`config.mk`:
```
export PLATFORM = sky130hd
export DESIGN_NAME = rx_idle_timer
export DESIGN_NICKNAME = d
export VERILOG_FILES = /design/src/rtl/rx_idle_pkg.sv /design/src/rtl/rx_idle_ctrl.sv /design/src/rtl/rx_idle_dp.sv /design/src/rtl/rx_idle_timer.sv
export SDC_FILE = /design/constraint.sdc
export NUM_CORES = 1
export LEC_CHECK = 0
export ABC_AREA = 0
export CAP_MARGIN = 20
export CORE_AREA = 2 2 39 41
export CTS_BUF_LIST = sky130_fd_sc_hd__clkbuf_4
export DETAILED_ROUTE_END_ITERATION = 12
export DIE_AREA = 0 0 41 43
export PLACE_DENSITY_LB_ADDON = 0.1
export SETUP_SLACK_MARGIN = 0.1
export SLEW_MARGIN = 30
export SYNTH_ARGS = -nofsm -noshare
export SYNTH_HDL_FRONTEND = slang
export SYNTH_HIERARCHICAL = 1
export SYNTH_SLANG_ARGS = --single-unit
```
`constraint.sdc`:
```
create_clock -name clk -period 2.8 [get_ports clk]
set_clock_uncertainty 0.15 [all_clocks]
set_input_delay 0.84 -clock clk [delete_from_list [all_inputs] [get_ports clk]]
set_output_delay 0.84 -clock clk [all_outputs]
set_load 0.03 [all_outputs]
```
`src/rtl/rx_idle_pkg.sv`:
```
package rx_idle_pkg;

  // strobes issued by the control path to the datapath
  typedef struct packed {
    logic load;   // load countdown from multiplier
    logic dec;    // decrement countdown
    logic fire;   // expiry acts: pulse and set flag
  } idleStrb_t;

  typedef enum logic {
    IDLE_S  = 1'b0,
    ARMED_S = 1'b1
  } idleState_e;

endpackage

```
`src/rtl/rx_idle_ctrl.sv`:
```
module rx_idle_ctrl
  import rx_idle_pkg::*;
(
  input  logic      clk,
  input  logic      rstN,
  input  logic      enable,
  input  logic      emptyOpt,
  input  logic      wordTick,
  input  logic      rxStored,
  input  logic      rxTrigHit,
  input  logic      dataReady,
  input  logic      cntLeOne,
  output idleStrb_t strb
);

  idleState_e state, stateNext;
  logic       cancel;

  assign cancel = !enable || rxTrigHit;

  always_comb begin
    stateNext = state;
    strb      = '0;
    if (cancel) begin
      stateNext = IDLE_S;
    end else if (rxStored) begin
      strb.load = 1'b1;
      stateNext = ARMED_S;
    end else if (state == ARMED_S && wordTick) begin
      if (cntLeOne) begin
        stateNext = IDLE_S;
        strb.fire = dataReady || emptyOpt;
      end else begin
        strb.dec = 1'b1;
      end
    end
  end

  always_ff @(posedge clk) begin
    if (!rstN) state <= IDLE_S;
    else       state <= stateNext;
  end


  fire_when_armed_chk: assert property (@(posedge clk) disable iff (!rstN)
    strb.fire |-> (state == ARMED_S) && wordTick);


  disable_idles_chk: assert property (@(posedge clk) disable iff (!rstN)
    !enable |=> (state == IDLE_S));


  trig_cancels_chk: assert property (@(posedge clk) disable iff (!rstN)
    rxTrigHit |=> (state == IDLE_S));


  one_strobe_chk: assert property (@(posedge clk) disable iff (!rstN)
    $onehot0(strb));

endmodule

```
`src/rtl/rx_idle_dp.sv`:
```
module rx_idle_dp
  import rx_idle_pkg::*;
#(
  parameter int MULT_W = 4
) (
  input  logic              clk,
  input  logic              rstN,
  input  idleStrb_t         strb,
  input  logic [MULT_W-1:0] multVal,
  input  logic              clrReq,
  output logic              cntLeOne,
  output logic              timeoutFlag,
  output logic              rxIntSet
);

  logic [MULT_W-1:0] cnt;

  always_ff @(posedge clk) begin
    if (!rstN) begin
      cnt <= '0;
    end else if (strb.load) begin
      cnt <= multVal;
    end else if (strb.dec) begin
      cnt <= cnt - MULT_W'(1);
    end
  end

  assign cntLeOne = (cnt <= MULT_W'(1));

  always_ff @(posedge clk) begin
    if (!rstN) begin
      timeoutFlag <= 1'b0;
      rxIntSet    <= 1'b0;
    end else begin
      rxIntSet <= strb.fire;
      if (strb.fire)   timeoutFlag <= 1'b1;
      else if (clrReq) timeoutFlag <= 1'b0;
    end
  end


  no_underflow_chk: assert property (@(posedge clk) disable iff (!rstN)
    strb.dec |-> (cnt > MULT_W'(1)));


  pulse_width_chk: assert property (@(posedge clk) disable iff (!rstN)
    rxIntSet |=> !rxIntSet);


  flag_with_pulse_chk: assert property (@(posedge clk) disable iff (!rstN)
    $rose(timeoutFlag) |-> rxIntSet);


  flag_clear_src_chk: assert property (@(posedge clk) disable iff (!rstN)
    $fell(timeoutFlag) |-> $past(clrReq));

endmodule

```
`src/rtl/rx_idle_timer.sv`:
```
module rx_idle_timer
  import rx_idle_pkg::*;
#(
  parameter int CTRL_W   = 16,
  parameter int ENA_BIT  = 7,
  parameter int OPT_BIT  = 11,
  parameter int MULT_LSB = 12,
  parameter int MULT_W   = 4,
  parameter int STAT_W   = 4,
  parameter int FLAG_BIT = 3
) (
  input  logic              clk,
  input  logic              rstN,
  input  logic              wordTick,
  input  logic [CTRL_W-1:0] ctrlWord,
  input  logic              rxStored,
  input  logic              rxTrigHit,
  input  logic              dataReady,
  input  logic              statusWrEn,
  input  logic [STAT_W-1:0] statusWrData,
  output logic              timeoutFlag,
  output logic              rxIntSet
);

  localparam int MULT_MSB = MULT_LSB + MULT_W - 1;

  idleStrb_t         strb;
  logic              cntLeOne;
  logic              clrReq;
  logic [MULT_W-1:0] multVal;

  assign multVal = ctrlWord[MULT_MSB:MULT_LSB];
  assign clrReq  = statusWrEn && statusWrData[FLAG_BIT];

  rx_idle_ctrl u_ctrl (
    .clk       (clk),
    .rstN      (rstN),
    .enable    (ctrlWord[ENA_BIT]),
    .emptyOpt  (ctrlWord[OPT_BIT]),
    .wordTick  (wordTick),
    .rxStored  (rxStored),
    .rxTrigHit (rxTrigHit),
    .dataReady (dataReady),
    .cntLeOne  (cntLeOne),
    .strb      (strb)
  );

  rx_idle_dp #(.MULT_W(MULT_W)) u_dp (
    .clk         (clk),
    .rstN        (rstN),
    .strb        (strb),
    .multVal     (multVal),
    .clrReq      (clrReq),
    .cntLeOne    (cntLeOne),
    .timeoutFlag (timeoutFlag),
    .rxIntSet    (rxIntSet)
  );

endmodule

```
# Yosys cells after proc, flatten, opt, wreduce, memory -nomap -nowiden
# Cells that the tools add are included.
# classes
add_sub_neg,1
n_lt_le_gt_ge,1
muxes,13
bitwise,1
n_reduce_logical,11
# op_table
operator,count
$mux W1,8
$mux W4,2
$reduce_bool A2 Y1,4
$le A4 B1 Y1 const B,1
$mux W2,2
$sub A4 B1 Y4 const B,1
$mux W3,1
$logic_and A1 B1 Y1,2
$logic_or A1 B1 Y1,2
$reduce_and A2 Y1,1
$reduce_or A2 Y1,1
$logic_not A1 Y1,1
$not A1 Y1,1
# word_totals
reg_bits,7
in_bits,27
output_inout_bits,2
wordCells,31

# Depth between registers and ports, before layout
# Gate-level depths: netlist (run 1).
# logic_depth
ltp_word,7
depth_mapped,8
depth_no_buf,8

# Cells and area by module
# The synthesis (run 1) kept the hierarchy.
# by_module_without_submodules
mod,instances,cells_per_inst,area_per_inst_um2,seq_area_each_um2
rx_idle_dp,1,32,296.5,120.1
rx_idle_ctrl,1,10,97.6,20.0
rx_idle_timer,1,1,6.3,0.0

# Least setup slack after synthesis (run 1)
# OpenSTA, ideal clock, no wires.
# synth_timing
path_type,input to register
startpoint,input port rxTrigHit
endpoint,register u_dp.cnt[3]
arrival_ps,1829
path_slack_ps,701
path_stages,5
path_buffers,0
path_cell_list,nand2b_4 > nor4_2 > nor4b_4 > xnor2_1 > a21oi_1
# synth_lines
item,line_no,rtl
"start, declared",rx_idle_timer.sv:17,"input logic rxTrigHit,"
"end signal, assigned",rx_idle_dp.sv:22,cnt <= multVal;
"end signal, assigned",rx_idle_dp.sv:24,cnt <= cnt - MULT_W'(1);
"end, declared",rx_idle_dp.sv:16,logic [MULT_W-1:0] cnt;

==> run metrics, run 1 <==
global routing usage on met2 around 18%; Hold/Removal Path Class reg -> reg; first-pass GRT wire length 1390 um; die height ~43 um; worst hold endpoint u_dp/cnt[3]; routability congestion estimate from global placement roughly 0.60; sequential area share after synthesis 35.0%; Synth Register Bits 7; area share of the largest cell type after synthesis a little over a third; Ant. Diodes 0; remaining routing DRC violations 0; Die X a little over 40 um; crit-path leading delay family buffers and inverters; worst stage delay on the critical path 0.55 ns; hold_buf cts 0; Pwr per Cell Area between 400 and 500 mW/mm2; clk slew on worst S/H paths roughly 0.060 ns; final net count 93; global route overflow 0; Final Hold Viols 0; crit path capture type flip-flop; YS warnings 6; Syn Area/Cell between 9 and 10 um2; filler cell count 150; Vias around 370; crit share post-route a little over 80%; Slowest-stage cell, CP clkdlybuf4s50_1; post-synthesis cell count 43; Synth Net Count 72; status finished, final reports clean; achievable frequency ~0.44 GHz; setup bufs post-CTS 0; Site Rows 14; dpl hpwl 624 um; mux cell area share after synthesis 0%; Die Area about 0.0018 mm2; Slew Limit Fails 0; critical path data required time about 2.8 ns; gr usage total a little under an eighth; GR Util met3 7.85%; Fin Setup TNS 0 ns; reg-to-reg endpoint u_dp/cnt[0]; Hold Path Origin u_dp/cnt[3]; Ports 29; First-pass DRT Iterations 4; Core ar. between 0.001 and 0.0015 mm2; Num CTS Buffers 3; Setup CP Type in -> reg; Post-Synth XOR/XNOR Area between 6 and 7%; Compound-Gate Fraction of Synth Area between 15 and 20%; cell taking the most area after synthesis dfxtp_1; met1 Usage GRT roughly 14%; final hold slack about 0.42 ns; asr flop ratio synth 0%; cell area after synthesis 400 um2; peak supply drop between 0.2 and 0.25 mV; CTS Sinks 7; register-to-register setup slack roughly 0.8 ns; EDFF count, synth 0; fin util around 44%; CP Launch Type input pin; critical path cell sequence clkdlybuf4s50_1 > nand2b_4 > nor4_2 > buf_4 > xnor2_1 > o21ai_0 > and2_1; Clock Root Buffer clkbuf_4; vias in the first global route ~370; DR iter-0 viols 7; Post-Route WL around 780 um; Setup violations, final 0; post-route minimum period about 2.3 ns; Vias/cell ~4.7; largest net degree at the start of global routing 8; Port Buf Inserts 15; unrepaired setup endpoints after global routing false; Unique masters post-synth 22; top cells by area, synth dfxtp_1 (35%), ha_1 (6.3%), nor4_2 (6.3%); area share of fa/ha/maj cells after synthesis about 6.3%; largest family of logic cells by synthesized area simple AND/OR/NAND/NOR gates; Clock Latency Late Sink 0.25 ns; share of post-route cells with drive strength above 1 15.9%; worst slew pin tran just under 0.4 ns; worst-path fanout max 4; overall power 0.248 mW; synth-to-layout area growth 51.9%; Worst R2R Path Depth 9; DR WL/cell approximately 9.8 um; H-tree Lvls 1; initial antenna violation count 0; Main synth FF type dfxtp_1; leakage power about 0.22 nW; CTS tree done; hold depth 2; max-cap violations 0; crit path DAT ~2.3 ns; Top Usage Layer GRT met2; effective utilization at floorplan between 20% and 30%; CTS Buffer Depth 2; Slew HR between 70% and 80%; Worst Path Buf+Inv 2; simple-gate share of the synthesized area about 30%; CTS resizes 0; post-route ant nets 0; RR Startpoint u_dp/cnt[0]
where the power goes:
part / switching (mW) / internal, mW / total, mW
Combinational: 0.0138 / 0.0241 / 0.0379
Clock: 0.0397 / 0.0642 / 0.104
Sequential: 0.00317 / 0.103 / 0.106
registers in the layout, indices dropped and copies added (netlist names):
signal,flops
u_dp/rxIntSet,1
u_dp/cnt,4
u_ctrl/state,1
u_dp/timeoutFlag,1
stage by stage:
stage | worst slack [ns] | cells | area [um2]
finish | 0.547 | 79 | 608
global route | 0.415 | 79 | 608
CTS | 0.538 | 79 | 608
detailed placement | 0.290 | 75 | 578
global placement | 0.299 | 75 | 578
floorplan | 0.701 | 43 | 400
cell usage in the layout (no fill, tap or decap), types with 2 or more instances in the layout:
master           netlist  final
clkbuf_4               0      4
dfxtp_1                7      7
nand2_1                5      5
and2_1                 3      3
inv_1                  4      4
nor4_2                 2      2
ha_1                   2      2
xnor2_1                2      2
a21oi_1                2      2
clkdlybuf4s50_1        0     15
o21ai_0                3      3
worst reg2reg max path, delay by kind of cell, from the launching register on:
| family | cells | cell delay, ns |
|---|---|---|
| simple gates | 4 | 0.67 |
| flops | 1 | 0.44 |
| buf+inv | 2 | 0.26 |
| fa+ha+maj | 1 | 0.21 |
| xor+xnor | 1 | 0.10 |
| compound gates | 1 | 0.07 |
routing by layer:
layer  wire length [um]  up-vias
met3                 48        0
li1                   -      187
met5                  0        -
met4                  0        0
met1                336      172
met2                390       14
worst max-delay path by stage:
stage                start  cells past startpoint           to
2_1_floorplan    rxTrigHit                      5  u_dp/cnt[3]
3_3_place_gp   ctrlWord[7]                      7  u_dp/cnt[0]
3_5_place_dp   ctrlWord[7]                      7  u_dp/cnt[0]
4_1_cts        ctrlWord[7]                      7  u_dp/cnt[0]
5_1_grt        ctrlWord[7]                      7  u_dp/cnt[0]
6_report       ctrlWord[7]                      7  u_dp/cnt[0]
synth_stat cells (2+ instances only):
cell type  n
a21oi_1    2
xnor2_1    2
inv_1      4
and2_1     3
dfxtp_1    7
ha_1       2
o21ai_0    3
nor4_2     2
nand2_1    5
layout make-up:
type                    count  area [um2]  area share (%)
clock buffers               4        30.0            4.94
inverters                   4        15.0            2.47
multi-input cells          32         245            40.3
flip-flops and latches      7         140            23.0
well taps                  16        20.0            3.29
repair buffers             16         158            25.9
cell families after synthesis:
logic type | after synthesis
AND/OR/NAND/NOR | 16
adder cells (fa/ha/maj) | 2
XOR/XNOR | 3
AO/OA/AOI/OAI | 11
flip-flops | 7
buffers and inverters | 4
No activity file was read; power rests on OpenSTA's default activity.
==> run 2, diff against run 1 <==
clock period = 2.3 ns   (was 2.8 ns; I/O delays follow)
==> run metrics, run 2 (synthesis results as in run 1) <==
status finished, final reports clean; clk slew on worst S/H paths 0.06 ns (about the same); Slew HR 73.5% (-0.63 points); final hold slack 0.420 ns (-0.000127 ns); hold depth 2 (unchanged); Num CTS Buffers 3 (unchanged); final net count 97 (+4.3%); most common cell after layout, fill and taps aside clkdlybuf4s50_1; DR WL/cell 9.42 um (-4.1%); Post-Route WL 782 um (+0.77%); Hold/Removal Path Class reg -> reg; unrepaired setup endpoints after global routing false; crit path DAT 2.08 ns (-0.17 ns); sequential share of power 42.2% (-0.5 points); Final Hold Viols 0 (unchanged); largest reg by FF count u_dp/cnt; Setup violations, final 0 (unchanged); gr usage total 12.8% (+0.80 points); synth-to-layout area growth 59.7%; max-cap violations 0 (unchanged); Worst R2R Path Depth 9 (unchanged); Ant. Diodes 0 (unchanged); remaining routing DRC violations 0 (unchanged); CTS Sinks 7 (unchanged); Ports 29 (unchanged); setup bufs post-CTS 0 (unchanged); Vias/cell 4.52 (-4.3%); Clock Latency Late Sink 0.25 ns (about the same); dpl cell area 608 um2 (+5.2%); Pwr per Cell Area 478 mW/mm2 (+17%); global route overflow 0 (unchanged); share of post-route cells with drive strength above 1 22.4% (+6.5 points); Die Area 0.00176 mm2 (unchanged); crit path capture type flip-flop; Sw Share 22.8% (-0.071 points); Slowest-stage cell, CP clkdlybuf4s50_1; die height 43 um (unchanged); critical path cell sequence clkdlybuf4s50_1 > nand2b_4 > nor4_2 > buf_4 > xnor2_1 > o21ai_0 > and2_1; leakage power 0.240 nW (+8.5%); Site Rows 14 (unchanged); crit share post-route roughly nine tenths; max reg flops 4 (unchanged); vias in the first global route 376 (+1.9%); critical path data required time 2.30 ns (-0.50 ns); first-pass GRT wire length 1490 um (+7.5%); routability congestion estimate from global placement 0.593 (-1.9%); Core ar. 0.00138 mm2 (unchanged); DR iter-0 viols 2 (-5); post-route minimum period 2.09 ns; CP Launch Type input pin; effective utilization at floorplan 28.9% (unchanged); setup ws final 0.215 ns (-0.332 ns); Vias 375 (+0.54%); CTS Buffer Depth 2 (unchanged); First-pass DRT Iterations 3 (-1); Setup CP Type in -> reg; dpl hpwl 643 um (+3.1%); achievable frequency ~0.48 GHz; initial antenna violation count 0 (unchanged); peak supply drop 0.329 mV (+58%); largest net degree at the start of global routing 8 (unchanged); Net Sw Power 0.0698 mW (+23%); worst slew pin tran 0.395 ns (+0.00943 ns); DP Worst Slack -0.0441 ns (-0.334 ns); worst-path fanout max 4 (unchanged); H-tree Lvls 1 (unchanged); Clock Power Share 41.5% (-0.5 points); Worst Path Buf+Inv 2 (unchanged); worst stage delay on the critical path 0.52 ns (-0.03 ns); filler cell count 152 (+1.3%); CTS tree done; Crit path depth 7 (unchanged); Int Pwr 0.236 mW (+24%); most frequent cells in the layout clkdlybuf4s50_1 (15), dfxtp_1 (6), nand2_1 (5), buf_4 (5); post-layout instance area 639 um2 (+5.1%); Die X 41 um (unchanged); Fin Setup TNS 0 ns (unchanged); post-route ant nets 0 (unchanged); Clock Root Buffer clkbuf_4; crit-path leading delay family buffers and inverters; Slew Limit Fails 0 (unchanged); Logic pwr share 16.4% (+1.1 points); Port Buf Inserts 15 (unchanged)
-- run 2: changes by cell type in the layout (fill, tap and decap cells not counted), sizes merged --
| cell | change |
|---|---|
| buf | +4 |
-- run 2: repair_timing --
item | in CTS | in global routing
setup endpoints to repair | 0 | 1
gates resized for setup | 0 | 1
hold buffers | 0 | 0
-- run 2: power groups by stage --
stage | registers (mW) | clock network (mW) | logic (mW)
2_1_floorplan | 0.131 | 0 | 0.0180
3_3_place_gp | 0.132 | 0 | 0.0508
3_5_place_dp | 0.132 | 0 | 0.0507
4_1_cts | 0.129 | 0.132 | 0.0510
5_1_grt | 0.129 | 0.140 | 0.0569
6_report | 0.129 | 0.127 | 0.0500
-- run 2: area by class of cell --
cell class / instances / area, um2 / share of cell area, %
Multi-Input combinational cell: 32 / 245 / 38.4
Timing Repair Buffer: 20 / 188 / 29.4
Sequential cell: 7 / 141 / 22.1
Clock buffer: 4 / 30.0 / 4.70
Tap cell: 16 / 20.0 / 3.13
Inverter: 4 / 15.0 / 2.35
-- run 2: worst register-to-register path, delay by kind of cell, from the launching register on --
kind / cells / cell delay (ns)
xor gates and xnor gates: 1 / 0.10
AOI/OAI and AO/OA: 1 / 0.07
and+or+nand+nor: 4 / 0.69
adders and majority gates: 1 / 0.19
buffers and inverters: 2 / 0.27
DFF: 1 / 0.39
-- run 2: path summary, 6_finish.rpt --
kind,startpoint,endpoint,slack [ns]
max,ctrlWord[7],u_dp/cnt[0],0.21
min,u_dp/cnt[3],u_dp/cnt[3],0.42
max reg2reg,u_dp/cnt[1],u_dp/cnt[0],0.33
min reg2reg,u_dp/cnt[3],u_dp/cnt[3],0.42
-- run 2: routing by layer --
metal	global-route usage, %	vias up	wire length [um]
li1	-	196	-
met1	15.4	168	330
met2	18.1	11	387
met3	7.85	0	65
met4	4.00	0	0
met5	0	-	0
-- run 2: stage by stage --
stage / instances / util (%) / total power, mW
after detailed placement: 79 / 43.9 / 0.182
final: 83 / 46.2 / 0.306
after global routing: 83 / 46.2 / 0.326
after CTS: 83 / 46.1 / 0.312
after global placement: 79 / 43.9 / 0.182
after floorplan: 43 / - / 0.149
==> run 3, diff against run 2 <==
SETUP_SLACK_MARGIN = not set   (was 0.1)
==> run metrics, run 3 (synthesis results as in run 1) <==
leakage power 0.239 nW (-0.19%); CTS Sinks 7 (unchanged); Hold/Removal Path Class reg -> reg; max-cap violations 0 (unchanged); global route overflow 0 (unchanged); Setup CP Type in -> reg; CTS tree done; Core ar. 0.00138 mm2 (unchanged); Fin Setup TNS 0 ns (unchanged); CP Launch Type input pin; Post-Route WL 782 um (unchanged); Worst Path Buf+Inv 2 (unchanged); Slew HR 73.5% (unchanged); critical path cell sequence clkdlybuf4s50_1 > nand2b_4 > nor4_2 > buf_4 > xnor2_1 > o21ai_0 > and2_1; critical path data required time 2.30 ns (about the same); largest reg by FF count u_dp/cnt; First-pass DRT Iterations 3 (unchanged); Die Area 0.00176 mm2 (unchanged); Port Buf Inserts 15 (unchanged); setup ws final 0.217 ns (+0.00238 ns); unrepaired setup endpoints after global routing false; max reg flops 4 (unchanged); CTS Buffer Depth 2 (unchanged); worst stage delay on the critical path 0.52 ns (about the same); vias in the first global route 376 (unchanged); Critical path origin ctrlWord[7]; gr usage total 12.8% (unchanged); Num CTS Buffers 3 (unchanged); share of post-route cells with drive strength above 1 20.9% (-1.5 points); RR Startpoint u_dp/cnt[0]; H-tree Lvls 1 (unchanged); Vias 375 (unchanged); final hold slack 0.420 ns (unchanged); dpl hpwl 643 um (unchanged); Ant. Diodes 0 (unchanged); Pwr per Cell Area 479 mW/mm2 (+0.15%); worst slew pin tran 0.395 ns (unchanged); Die X 41 um (unchanged); first-pass GRT wire length 1490 um (unchanged); effective utilization at floorplan 28.9% (unchanged); worst-path fanout max 4 (unchanged); fin util 46.1% (-0.090 points); dpl cell area 608 um2 (unchanged); Hold Path Origin u_dp/cnt[3]; Clock Root Buffer clkbuf_4; remaining routing DRC violations 0 (unchanged); post-route minimum period 2.08 ns (-0.00238 ns); hold_buf cts 0 (unchanged); clk slew on worst S/H paths 0.06 ns (about the same); final net count 97 (unchanged); largest net degree at the start of global routing 8 (unchanged); synth-to-layout area growth 59.4%; overall power 0.306 mW (about the same); routability congestion estimate from global placement 0.593 (unchanged); DR WL/cell 9.42 um (unchanged); fin cells 83 (unchanged); Clock Latency Late Sink 0.25 ns (about the same); crit path DAT 2.08 ns (about the same); initial antenna violation count 0 (unchanged); Slew Limit Fails 0 (unchanged); post-route ant nets 0 (unchanged); crit share post-route 90.6% (-0.10 points); most frequent cells in the layout clkdlybuf4s50_1 (15), dfxtp_1 (7), nand2_1 (5), buf_4 (5); CTS resizes 0 (unchanged); Site Rows 14 (unchanged); DR iter-0 viols 2 (unchanged); peak supply drop 0.329 mV (about the same); setup bufs post-CTS 0 (unchanged); placed insts 79 (unchanged); die height 43 um (unchanged); most common cell after layout, fill and taps aside clkdlybuf4s50_1; Setup violations, final 0 (unchanged); crit-path leading delay family buffers and inverters; status finished, final reports clean; Final Hold Viols 0 (unchanged); crit path capture type flip-flop; DP Worst Slack -0.0441 ns (unchanged); Ports 29 (unchanged); Slowest-stage cell, CP clkdlybuf4s50_1; Vias/cell 4.52 (unchanged); post-layout instance area 638 um2 (-0.20%); achievable frequency 0.480 GHz (+0.11%)
## run 3: cell types whose count changed in the layout (fill, tap and decap cells not counted)
cell / change
dfxtp_2: -1
dfxtp_1: +1
## run 3: area by class of cell
| cell class | instances | area, um2 |
|---|---|---|
| repair buffers | 20 | 188 |
| multi-input cells | 32 | 245 |
| fillers | 152 | 746 |
| clock buffers | 4 | 30.0 |
| inverters | 4 | 15.0 |
| well taps | 16 | 20.0 |
| flip-flops and latches | 7 | 140 |
## run 3: per-layer routing
metal / global-route usage (%) / share of wire, %
met1: 15.4 / 42
met5: 0 / 0
met3: 7.85 / 8.3
met4: 4.00 / 0
met2: 18.1 / 49
## run 3: report_power, final
part	switching (mW)	internal [mW]
combinational	0.0173	0.0327
clock	0.0486	0.0782
sequential	0.00384	0.125
total	0.0698	0.236
## run 3: path summary, 6_finish.rpt
path	endpoint	slack, ns	depth (start not counted)
worst max-delay path	u_dp/cnt[0]	0.22	7
worst min-delay path	u_dp/cnt[3]	0.42	2
worst max register to register	u_dp/cnt[0]	0.28	9
worst min register to register	u_dp/cnt[3]	0.42	2
## run 3: tightest hold or removal path, stage by stage (launching register included)
cell and delay, ns:
dfxtp_1 0.34, xnor2_1 0.12, a21oi_1 0.06
